**src/rtl/disp_regfront_pkg.sv**
```systemverilog
package disp_regfront_pkg;
  localparam int unsigned ADDR_W = 5;
  localparam int unsigned DATA_W = 8;

  localparam logic [ADDR_W-1:0] OFS_SEQ_IDX = 5'h04;
  localparam logic [ADDR_W-1:0] OFS_SEQ_DAT = 5'h05;
  localparam logic [ADDR_W-1:0] OFS_MASK    = 5'h06;
  localparam logic [ADDR_W-1:0] OFS_GFX_IDX = 5'h0E;
  localparam logic [ADDR_W-1:0] OFS_GFX_DAT = 5'h0F;
  localparam logic [ADDR_W-1:0] OFS_CRT_IDX = 5'h14;
  localparam logic [ADDR_W-1:0] OFS_CRT_DAT = 5'h15;

  localparam int unsigned DEPTH_REG = 7;
  localparam int unsigned UNLOCK_RD = 4;

  typedef enum logic [4:0] {
    DEPTH_8  = 5'h11,
    DEPTH_16 = 5'h17,
    DEPTH_24 = 5'h15,
    DEPTH_32 = 5'h19
  } depth_code_e;
endpackage

```
**src/rtl/regfront_pair.sv**
```systemverilog
module regfront_pair #(
  parameter int unsigned NREG = 8,
  parameter int unsigned DW   = 8
) (
  input  logic             clk_i,
  input  logic             rst_ni,
  input  logic             idx_we_i,
  input  logic             dat_we_i,
  input  logic [DW-1:0]    wdata_i,
  output logic [DW-1:0]    idx_o,
  output logic [DW-1:0]    rdata_o,
  output logic [NREG*DW-1:0] regs_o
);
  localparam int unsigned IW = (NREG > 1) ? $clog2(NREG) : 1;

  logic [DW-1:0] idx_q;
  logic [DW-1:0] regs_q [NREG];
  logic          hit;

  assign hit = (idx_q < DW'(NREG));

  always_ff @(posedge clk_i or negedge rst_ni) begin
    if (!rst_ni)       idx_q <= '0;
    else if (idx_we_i) idx_q <= wdata_i;
  end

  for (genvar g = 0; g < NREG; g++) begin : g_reg
    always_ff @(posedge clk_i or negedge rst_ni) begin
      if (!rst_ni) regs_q[g] <= '0;
      else if (dat_we_i && hit && (idx_q[IW-1:0] == IW'(g))) regs_q[g] <= wdata_i;
    end
    assign regs_o[g*DW +: DW] = regs_q[g];
  end

  assign idx_o   = idx_q;
  assign rdata_o = hit ? regs_q[idx_q[IW-1:0]] : '0;
endmodule

```
**src/rtl/regfront_maskport.sv**
```systemverilog
module regfront_maskport #(
  parameter int unsigned DW        = 8,
  parameter int unsigned UNLOCK_RD = 4
) (
  input  logic          clk_i,
  input  logic          rst_ni,
  input  logic          acc_i,
  input  logic          sel_i,
  input  logic          we_i,
  input  logic [DW-1:0] wdata_i,
  output logic [DW-1:0] mask_o,
  output logic [DW-1:0] hidden_o
);
  localparam int unsigned CW = $clog2(UNLOCK_RD + 1);

  logic [CW-1:0] cnt_q;
  logic [DW-1:0] mask_q, hidden_q;
  logic          armed;

  assign armed = (cnt_q == CW'(UNLOCK_RD));

  always_ff @(posedge clk_i or negedge rst_ni) begin
    if (!rst_ni) begin
      cnt_q    <= '0;
      mask_q   <= '1;
      hidden_q <= '0;
    end else if (acc_i) begin
      if (sel_i && !we_i) begin
        if (!armed) cnt_q <= cnt_q + CW'(1);
      end else begin
        cnt_q <= '0;
      end
      if (sel_i && we_i) begin
        if (armed) hidden_q <= wdata_i;
        else       mask_q   <= wdata_i;
      end
    end
  end

  assign mask_o   = mask_q;
  assign hidden_o = hidden_q;
endmodule

```
**src/rtl/regfront_depth.sv**
```systemverilog
module regfront_depth
  import disp_regfront_pkg::*;
(
  input  logic [4:0] code_i,
  output logic [5:0] bpp_o,
  output logic       bad_o
);
  always_comb begin
    bad_o = 1'b0;
    unique case (code_i)
      DEPTH_8:  bpp_o = 6'd8;
      DEPTH_16: bpp_o = 6'd16;
      DEPTH_24: bpp_o = 6'd24;
      DEPTH_32: bpp_o = 6'd32;
      default: begin
        bpp_o = 6'd0;
        bad_o = 1'b1;
      end
    endcase
  end
endmodule

```
**src/rtl/disp_regfront.sv**
```systemverilog
module disp_regfront
  import disp_regfront_pkg::*;
#(
  parameter int unsigned NSEQ = 8,
  parameter int unsigned NCRT = 32,
  parameter int unsigned NGFX = 16
) (
  input  logic              clk_i,
  input  logic              rst_ni,
  input  logic              req_i,
  input  logic              we_i,
  input  logic [ADDR_W-1:0] addr_i,
  input  logic [DATA_W-1:0] wdata_i,
  output logic [DATA_W-1:0] rdata_o,
  output logic              rvalid_o,
  output logic [DATA_W-1:0] mask_o,
  output logic [DATA_W-1:0] hidden_o,
  output logic [4:0]        depth_code_o,
  output logic [5:0]        bpp_o,
  output logic              depth_bad_o
);
  localparam int unsigned NPAIR = 3;
  localparam int unsigned NMAX  = (NSEQ > NCRT) ? ((NSEQ > NGFX) ? NSEQ : NGFX)
                                                : ((NCRT > NGFX) ? NCRT : NGFX);
  localparam int unsigned NREG_A [NPAIR] = '{NSEQ, NCRT, NGFX};
  localparam logic [ADDR_W-1:0] IDX_OFS [NPAIR] = '{OFS_SEQ_IDX, OFS_CRT_IDX, OFS_GFX_IDX};
  localparam logic [ADDR_W-1:0] DAT_OFS [NPAIR] = '{OFS_SEQ_DAT, OFS_CRT_DAT, OFS_GFX_DAT};

  logic [DATA_W-1:0] p_idx [NPAIR];
  logic [DATA_W-1:0] p_dat [NPAIR];
  logic [NSEQ*DATA_W-1:0] seq_regs;
  logic [DATA_W-1:0] rd_mux, rdata_q;
  logic              rvalid_q;
  logic              wr;

  assign wr = req_i && we_i;

  for (genvar p = 0; p < NPAIR; p++) begin : g_pair
    logic [NREG_A[p]*DATA_W-1:0] regs;
    regfront_pair #(.NREG(NREG_A[p]), .DW(DATA_W)) u_pair (
      .clk_i    (clk_i),
      .rst_ni   (rst_ni),
      .idx_we_i (wr && (addr_i == IDX_OFS[p])),
      .dat_we_i (wr && (addr_i == DAT_OFS[p])),
      .wdata_i  (wdata_i),
      .idx_o    (p_idx[p]),
      .rdata_o  (p_dat[p]),
      .regs_o   (regs)
    );
    if (p == 0) begin : g_seq
      assign seq_regs = regs;
    end
  end

  regfront_maskport #(.DW(DATA_W), .UNLOCK_RD(UNLOCK_RD)) u_mask (
    .clk_i    (clk_i),
    .rst_ni   (rst_ni),
    .acc_i    (req_i),
    .sel_i    (addr_i == OFS_MASK),
    .we_i     (we_i),
    .wdata_i  (wdata_i),
    .mask_o   (mask_o),
    .hidden_o (hidden_o)
  );

  assign depth_code_o = seq_regs[DEPTH_REG*DATA_W +: 5];

  regfront_depth u_depth (
    .code_i (depth_code_o),
    .bpp_o  (bpp_o),
    .bad_o  (depth_bad_o)
  );

  always_comb begin
    rd_mux = '0;
    if (addr_i == OFS_MASK) rd_mux = mask_o;
    for (int p = 0; p < NPAIR; p++) begin
      if (addr_i == IDX_OFS[p]) rd_mux = p_idx[p];
      if (addr_i == DAT_OFS[p]) rd_mux = p_dat[p];
    end
  end

  always_ff @(posedge clk_i or negedge rst_ni) begin
    if (!rst_ni) begin
      rvalid_q <= 1'b0;
      rdata_q  <= '0;
    end else begin
      rvalid_q <= req_i && !we_i;
      if (req_i && !we_i) rdata_q <= rd_mux;
    end
  end

  assign rdata_o  = rdata_q;
  assign rvalid_o = rvalid_q;

  initial begin
    if (NSEQ <= DEPTH_REG) $error("NSEQ must exceed the depth register number");
    if (NMAX > 256) $error("register count exceeds index range");
  end
endmodule

```
**config.mk**
```make
export PLATFORM = sky130hd
export DESIGN_NAME = disp_regfront
export DESIGN_NICKNAME = d
export VERILOG_FILES = /design/src/rtl/disp_regfront_pkg.sv /design/src/rtl/regfront_pair.sv /design/src/rtl/regfront_maskport.sv /design/src/rtl/regfront_depth.sv /design/src/rtl/disp_regfront.sv
export SDC_FILE = /design/constraint.sdc
export NUM_CORES = 1
export LEC_CHECK = 0
export ABC_AREA = 1
export BUFFER_PORTS_ARGS = -buffer_cell sky130_fd_sc_hd__buf_4
export CAP_MARGIN = 20
export CORE_MARGIN = 8
export CORE_UTILIZATION = 30
export DETAILED_ROUTE_END_ITERATION = 10
export MAX_ROUTING_LAYER = met4
export PLACE_DENSITY_LB_ADDON = 0.3
export SLEW_MARGIN = 20
export SYNTH_ARGS = -nofsm -noshare
export SYNTH_HDL_FRONTEND = slang
export SYNTH_HIERARCHICAL = 1
export SYNTH_SLANG_ARGS = --single-unit
```
**constraint.sdc**
```tcl
create_clock -name clk_i -period 4.5 [get_ports clk_i]
set_input_delay 0.675 -clock clk_i [delete_from_list [all_inputs] [get_ports clk_i]]
set_output_delay 0.675 -clock clk_i [all_outputs]
set_load 0.02 [all_outputs]
```
# Word-level counts from Yosys, hierarchy flattened
# Cells that the tools add are included.
totals:
  reg_bits: 500
  inputBits: 17
  out_inout_bits: 37
  word_cells: 241
op_classes:
  add_sub_neg: 1
  order_cmp: 6
  eq_ne: 66
  muxes: 23
  bitwise_logic: 4
  reduce_logical: 77
ops:
  columns: ["operator", "n"]
  rows:
  - ["two-way mux 8 bit", 16]
  - ["== test 5 bit, second input constant", 22]
  - ["logical AND 1 bit", 69]
  - ["== test 5 x 4 -> 1 bit, second input constant", 10]
  - ["binary-select mux 8 bit (select 5 bit)", 1]
  - ["== test 5 x 3 -> 1 bit, second input constant", 7]
  - ["binary-select mux 8 bit (select 4 bit)", 1]
  - ["== test 4 bit, second input constant", 8]
  - ["binary-select mux 8 bit (select 3 bit)", 1]
  - ["one-hot mux 6 bit (4 select lines)", 1]
  - ["== test 4 x 3 -> 1 bit, second input constant", 4]
  - ["== test 3 bit, second input constant", 5]
  - ["== test 5 x 2 -> 1 bit, second input constant", 2]
  - ["== test 4 x 2 -> 1 bit, second input constant", 2]
  - ["< comparator 8 x 4 -> 1 bit, second input constant", 1]
  - ["< comparator 8 x 5 -> 1 bit, second input constant", 1]
  - ["< comparator 8 x 6 -> 1 bit, second input constant", 1]
  - ["== test 3 x 2 -> 1 bit, second input constant", 2]
  - ["greater-or-equal comparator 6 bit, second input constant", 1]
  - ["two-way mux 3 bit", 2]
  - ["inverter 5 -> 6 bit", 1]
  - ["AND reduction 3 bit", 2]
  - ["== test 5 x 1 -> 1 bit, second input constant", 1]
  - ["greater-or-equal comparator 5 bit, second input constant", 1]
  - ["15 further kinds", 15]

# Depth between registers and ports, before layout
# Gate-level depths: netlist of run 1.
logic_depth:
  ltp_word: 10
  ltp_mapped: 16
  depth_no_buf: 14

# By module
# The synthesis of run 1 kept the hierarchy.
modules_own_cells:
  columns: ["mod", "n_inst", "cells_each", "area_each_um2", "seq_area_each_um2"]
  rows:
  - ["regfront_pair at g_pair[1].u_pair", 1, 1545, 12334.3, 6606.3]
  - ["regfront_pair at g_pair[2].u_pair", 1, 856, 6523.8, 3403.3]
  - ["regfront_pair at g_pair[0].u_pair", 1, 536, 3834.9, 1801.7]
  - ["disp_regfront", 1, 164, 1008.5, 225.2]
  - ["regfront_maskport", 1, 93, 915.9, 485.5]
  - ["regfront_depth", 1, 17, 78.8, 0.0]

# Least setup slack after synthesis of run 1
# OpenSTA, ideal clock, no wires.
synth_timing:
  kind: "input -> register"
  start: "input addr_i[3]"
  end: "register g_pair[1].u_pair.regs_q, in the netlist g_pair[1].u_pair/regs_o[174]"
  setup_ns: 0.127
  arrival_ns: 2.182
  required_time_ns: 4.373
  slack_ns: 2.191
  cell_stages: 14
  path_buffers: 2
  cell_sequence: "inv_1 nand2_1 nor3_4 nand2_1 nor2_1 inv_1 nor2_4 nand2_4 inv_2 buf_6 nand2_1 buf_4 nand2_1 o21ai_2"
synth_between:
  elab_chain_len: 4
synth_rtl:
  columns: ["element", "line_no", "source"]
  rows:
  - ["start, declared", "disp_regfront.sv:12", "input logic [ADDR_W-1:0] addr_i,"]
  - ["== test 5 bit", "disp_regfront.sv:44", ".dat_we_i (wr && (addr_i == DAT_OFS[p])),"]
  - ["logical AND 1 bit", "disp_regfront.sv:44", null]
  - ["logical AND 1 bit (2 in a row)", "regfront_pair.sv:30", "else if (dat_we_i && hit && (idx_q[IW-1:0] == IW'(g))) regs_q[g] <= wdata_i;"]
  - ["end signal, assigned by index", "regfront_pair.sv:30", null]
  - ["end, declared", "regfront_pair.sv:17", "logic [DW-1:0] regs_q [NREG];"]
# Every way passes these cells.
# A chain may end at the register's enable or synchronous reset.

==> results of run 1 <==
through the flow:
step                        util  cell area [sq um]  setup slack [ps]  hold WS (ps)  total power (uW)
final                     0.3395              27790              1637         112.3             11100
after global routing      0.3395              27790              1520         139.1             11540
after CTS                 0.3395              27790              1690         97.99             11240
after detailed placement  0.3145              25740              1328         458.0              6186
after global placement    0.3145              25740              1333         451.9              6187
after floorplan                -              24700              2191         379.4              5644
layout make-up:
| cell class | count | area, sq um |
|---|---|---|
| well taps | 1070 | 1339 |
| multi-input cells | 2384 | 10640 |
| repair buffers | 83 | 680.7 |
| clock buffers | 86 | 1707 |
| flip-flops and latches | 500 | 12520 |
| fillers | 8693 | 54060 |
| clock inverters | 22 | 337.8 |
| inverters | 147 | 561.8 |
metal layers:
| layer | vias to the layer above | wire length, um | GRT usage |
|---|---|---|---|
| li1 | 10060 | - | - |
| met1 | 9611 | 33790 | 0.2191 |
| met2 | 402 | 31590 | 0.2381 |
| met3 | 120 | 3364 | 0.02582 |
| met4 | 0 | 1757 | 0.04584 |
| met5 | - | 0 | - |
sequential cells by signal (all words and copies together) (netlist names):
name / cells
g_pair.u_pair/idx_o: 24
g_pair.u_pair/regs_o: 448
rdata_o: 8
rvalid_o: 1
u_mask/cnt_q: 3
u_mask/hidden_o: 8
u_mask/mask_o: 8
worst max-delay path, stage by stage, from the launching register on:
cell     delay (ps)
dfrtp_1         790
nand2_2         280
inv_1           130
buf_4           300
nand2_1          90
nand2_1          90
o21ai_0         150
nand3_1         140
nor2_1           60
nor2_1          360
nand3_1         130
nand4_1         130
nand2_1          70
nand2_1          60
layout by cell type (no fill, tap or decap), drive strengths merged, types with 3 or more instances in the layout:
cell	netlist	routed
conb	1	3
clkbuf	72	86
nand2	1516	1516
buf	110	83
nand3b	7	7
nor2	207	207
nor3	13	13
nand3	127	127
o211ai	8	8
o21ai	366	366
dfrtp	492	492
inv	142	141
nand4	34	34
clkinv	5	19
o21bai	8	8
mux2	5	5
bufinv	0	7
dfstp	8	8
a21oi	87	87
report_power, final:
group | internal [uW] | switching (uW)
Sequential | 4580 | 120
Clock | 3030 | 1980
Combinational | 285 | 1110
worst max path at each step:
stage / startpoint / endpoint
after global placement: addr_i[0] / g_pair[1].u_pair/regs_o[172]$_DFFE_PN0P_
final: g_pair[1].u_pair/idx_o[1]$_DFFE_PN0P_ / rdata_o[6]$_DFFE_PN0P_
after global routing: g_pair[1].u_pair/idx_o[1]$_DFFE_PN0P_ / rdata_o[6]$_DFFE_PN0P_
after CTS: g_pair[1].u_pair/idx_o[1]$_DFFE_PN0P_ / rdata_o[6]$_DFFE_PN0P_
after floorplan: addr_i[3] / g_pair[1].u_pair/regs_o[174]$_DFFE_PN0P_
after detailed placement: addr_i[0] / g_pair[1].u_pair/regs_o[156]$_DFFE_PN0P_
logic make-up after synthesis:
kind of cell / after synthesis / share of synthesized area
AOI/OAI and AO/OA: 470 / 0.1021
adders and majority gates: 2 / 0.001013
buffers and inverters: 329 / 0.06262
DFF: 500 / 0.5070
muxes: 5 / 0.002280
other: 1 / 0.0001518
and+or+nand+nor: 1904 / 0.3248
==> impl_metrics.py, run 1 <==
metrics = {
    "status": {
        "status": "finished clean",
    },
    "clock_tree": {
        "clock_latency_ps": 640,
        "tritoncts": "yes",
        "cts_inserted_buffers": 58,
        "clockBufferDepth": 3,
        "cts.clk_slew.worst_paths_ps": 60,
        "htreeDepth": 2,
        "postCtsResizedCells": 0,
        "cts_sinks": 500,
        "cts_root_buffer": "clkbuf_16",
        "post_cts.repair.setup_buffers": 0,
        "hold_buffers": 0,
    },
    "pwr": {
        "pwr_density_cell_nw_per_um2": 399.6,
        "p_leak_uw": 0.01372,
        "ir_drop_v": 0.0002923,
    },
    "routing": {
        "drtAntennaViolNets": 0,
        "wl_um": 70500,
        "vias": 20190,
        "viasPerCell": 4.704,
        "wl_per_cell_um": 16.43,
        "drc_errors": 0,
        "drtIter0Drc": 1526,
        "drt_pass1_iterations": 6,
    },
    "worst_setup_path": {
        "rrSetupSlack_ps": 1640,
        "worst_setup_path_start_kind": "flop",
        "crit_required_ps": 5080,
        "timing.rr.end": "rdata_o[6]$_DFFE_PN0P_",
        "worstPathMaxFanout": 22,
        "critPathArrivalTime_ps": 3440,
        "critical_path_class": "reg -> reg",
        "worstReg2RegStart": "g_pair[1].u_pair/idx_o[1]$_DFFE_PN0P_",
        "cp-end-kind": "flop",
        "ff2ff_path_depth": 13,
    },
    "floorplanning": {
        "die_h_um": 302.9,
        "ios": 54,
        "die_width_um": 302.9,
        "initial_core_util": 0.3017,
        "dieArea_sq_um": 91760,
        "core_sq_um": 81850,
        "rows": 105,
    },
    "logic_synthesis": {
        "synth_cells": 3211,
        "synth_edf_count": 0,
        "synthDominantCellAreaShare": 0.4985,
        "ys_seq_area_frac": 0.5070,
        "avgSynthCellArea_sq_um": 7.691,
        "synthTopCellsByArea": "dfrtp_1, nand2_1, o21ai_0, nor2_1, nand3_1",
        "synth_ff_type": "dfrtp_1",
        "yosysUniqueCellTypes": 38,
        "yosys_warnings": 6,
        "post-synth-top-area-cell": "dfrtp_1",
        "synth.top_cells.by_count": "nand2_1, dfrtp_1, o21ai_0, nor2_1, inv_1",
        "ys_seq_elements": 500,
        "async_reset_ff_frac": 1.000,
        "netlist_area_sq_um": 24700,
        "synth.most_common_cell": "nand2_1",
    },
    "grt": {
        "grt_pass1_wl_um": 113200,
        "grt_antenna_before_repair": 0,
        "grt_max_degree": 101,
        "grt_usage": 0.1582,
        "grt_pass1_vias": 19340,
        "gr-total-overflow": 0,
    },
    "final_layout": {
        "antenna_cells": 0,
        "stdcell_count": 4292,
        "syn_to_final_growth_pct": 12.52,
        "final_nets": 3193,
        "drive_gt1_frac": 0.1052,
    },
    "sta": {
        "worst_pin_slew_ps": 1047,
        "slew_violations": 0,
        "maxSlewHeadroom": 0.3013,
        "finClkSkew_ps": 29.54,
        "finalCritPeriodShare": 0.6362,
        "setup_violations": 0,
        "fmax_mhz": 349.3,
        "grt_setup_unrepaired": "false",
        "period_needed_ps": 2863,
        "fin_setup_tns_ps": 0,
        "finalHoldViolations": 0,
    },
    "placement": {
        "dp_cells": 4184,
        "globalplace.congestion": 0.8371,
        "io_buffers": 50,
        "hpwl_um": 44490,
    },
    "hold_path": {
        "hold_class": "in -> async",
    },
    "run": {
        "drv_cap": 0,
    },
}
Note: power is estimated with default switching activity, not from simulation.
==> run 2: changes to the inputs <==
- clock period: 4.5 -> 2.9 ns (I/O delays scaled with it)
==> run 2 against run 1 <==
Register-to-register slack lost 1200 ps. Non-clock buffer count grew 40. Clock power grew 42%. Combinational power grew 64%. Maximum frequency grew 17%. Largest cell class unchanged.
==> impl_metrics.py, run 2 (synthesized netlist as in run 1, its figures left out) <==
metrics = {
    "worst_setup_path": {
        "cpMostUsedCell": "nand2_1",
        "worstPathMaxFanout": 19,
        "crit_required_ps": 3460,
        "worst_setup_path_start_kind": "flop",
        "cp_cell_sequence": "inv_2 > nor2_4 > nand2_1 > nand4_1 > nand2_1 > nand2_1 > nor2_1 > nor2_1 > nand3_1 > nand4_1 > nand2_1 > nand2_1",
        "critical_path_class": "reg -> reg",
        "cp-end-kind": "flop",
        "critPathArrivalTime_ps": 3010,
        "crit_path_top_delay_cell": "dfrtp_2",
        "max_stage_delay_ps": 550,
    },
    "grt": {
        "grt_max_degree": 112,
        "met3_usage": 0.01911,
        "grtUsageMet1": 0.2178,
        "grt_usage": 0.1562,
        "grt_antenna_before_repair": 1,
        "grt_pass1_wl_um": 111800,
        "gr-total-overflow": 0,
        "grt_util_met2": 0.2432,
        "grt_pass1_vias": 19190,
        "grt.busiest_layer": "met2",
    },
    "floorplanning": {
        "ios": 54,
        "initial_core_util": 0.3017,
        "core_sq_um": 81850,
        "die_width_um": 302.9,
        "die_h_um": 302.9,
        "dieArea_sq_um": 91760,
        "rows": 105,
    },
    "placement": {
        "dp_worst_setup_slack_ps": 123.6,
        "io_buffers": 50,
        "globalplace.congestion": 0.8375,
        "hpwl_um": 44400,
    },
    "pwr": {
        "p_leak_uw": 0.01385,
        "pwr_density_cell_nw_per_um2": 597.8,
        "ir_drop_v": 0.0004385,
    },
    "clock_tree": {
        "htreeDepth": 2,
        "post_cts.repair.setup_buffers": 0,
        "cts_sinks": 500,
        "cts_inserted_buffers": 57,
        "clockBufferDepth": 3,
        "clock_latency_ps": 640,
        "tritoncts": "yes",
        "cts.clk_slew.worst_paths_ps": 60,
        "cts_root_buffer": "clkbuf_16",
    },
    "final_layout": {
        "drive_gt1_frac": 0.1136,
        "final_nets": 3232,
        "largest_reg_flops": 448,
        "fillers": 8781,
        "final_common_cell": "nand2_1",
        "antenna_cells": 0,
        "syn_to_final_growth_pct": 13.13,
        "final_cell_mix": "nand2_1, dfrtp_1, o21ai_0",
    },
    "sta": {
        "setup_violations": 0,
        "finalHoldViolations": 0,
        "finalCritPeriodShare": 0.8442,
        "grt_setup_unrepaired": "false",
        "fmax_mhz": 408.5,
        "period_needed_ps": 2448,
        "maxSlewHeadroom": 0.4541,
        "finalWorstSetupSlack_ps": 451.8,
        "finClkSkew_ps": 29.13,
        "slew_violations": 0,
        "fin_setup_tns_ps": 0,
        "worst_pin_slew_ps": 818.8,
    },
    "run": {
        "drv_cap": 0,
    },
    "routing": {
        "vias": 20020,
        "drtIter0Drc": 1522,
        "wl_um": 69680,
        "wl_per_cell_um": 16.11,
        "drc_errors": 0,
        "drt_pass1_iterations": 5,
        "viasPerCell": 4.627,
        "drtAntennaViolNets": 0,
    },
    "hold_path": {
        "hold_class": "in -> reg",
    },
    "status": {
        "status": "finished clean",
    },
}
[run 2: timing repair]
item	in CTS	in global routing
hold buffers	1	0
endpoints found under the hold margin	23	0
resized for setup	0	0
[run 2: worst paths after layout]
path	startpoint	endpoint	slack, ps	depth (start not counted)
worst max-delay path	g_pair[1].u_pair/idx_o[0]$_DFFE_PN0P_	rdata_o[5]$_DFFE_PN0P_	450	12
worst min-delay path	we_i	rvalid_o$_DFF_PN0_	70	2
worst min register to register	g_pair[0].u_pair/regs_o[55]$_DFFE_PN0P_	g_pair[0].u_pair/regs_o[55]$_DFFE_PN0P_	460	2
max in group asynchronous	rst_ni	g_pair[1].u_pair/regs_o[23]$_DFFE_PN0P_	1660	3
min in group asynchronous	rst_ni	g_pair[1].u_pair/regs_o[149]$_DFFE_PN0P_	290	2
worst max register to register	g_pair[1].u_pair/idx_o[0]$_DFFE_PN0P_	rdata_o[5]$_DFFE_PN0P_	450	12
[run 2: area by class of cell]
class | count | area [sq um] | share of cell area
Timing Repair Buffer | 123 | 1033 | 0.03699
Inverter | 147 | 561.8 | 0.02011
Clock buffer | 86 | 1685 | 0.06033
Tap cell | 1070 | 1339 | 0.04792
Clock inverter | 16 | 158.9 | 0.005688
Multi-Input combinational cell | 2384 | 10640 | 0.3807
Sequential cell | 500 | 12520 | 0.4483
[run 2: per-layer routing]
metal	wire (um)	up-vias	share of wire
li1	-	10150	-
met1	33840	9469	0.49
met2	32010	325	0.46
met3	2668	71	0.038
met4	1158	0	0.017
met5	0	-	0
[run 2: critical path, delay by kind of cell (launching register included)]
kind / cells / cell delay [ps]
flip-flops: 1 / 550
AND/OR/NAND/NOR: 11 / 1690
buffers and inverters: 1 / 120
[run 2: report_power, final]
part           internal, uW  leakage [uW]  switching [uW]  total, uW
sequential             7110       0.00685             174       7280
combinational           528       0.00608            1760       2290
clock                  4160      0.000913            2960       7130
[run 2: stage by stage]
stage / hold slack [ps] / cell area, sq um / std cells / utilization / total power [uW]
final: 72.10 / 27940 / 4326 / 0.3413 / 16700
after CTS: 32.79 / 27940 / 4326 / 0.3413 / 16920
after floorplan: 139.4 / 24700 / 3213 / - / 8758
after global routing: 67.79 / 27940 / 4326 / 0.3413 / 17390
after detailed placement: 334.0 / 26080 / 4223 / 0.3187 / 9708
after global placement: 333.5 / 26080 / 4223 / 0.3187 / 9710
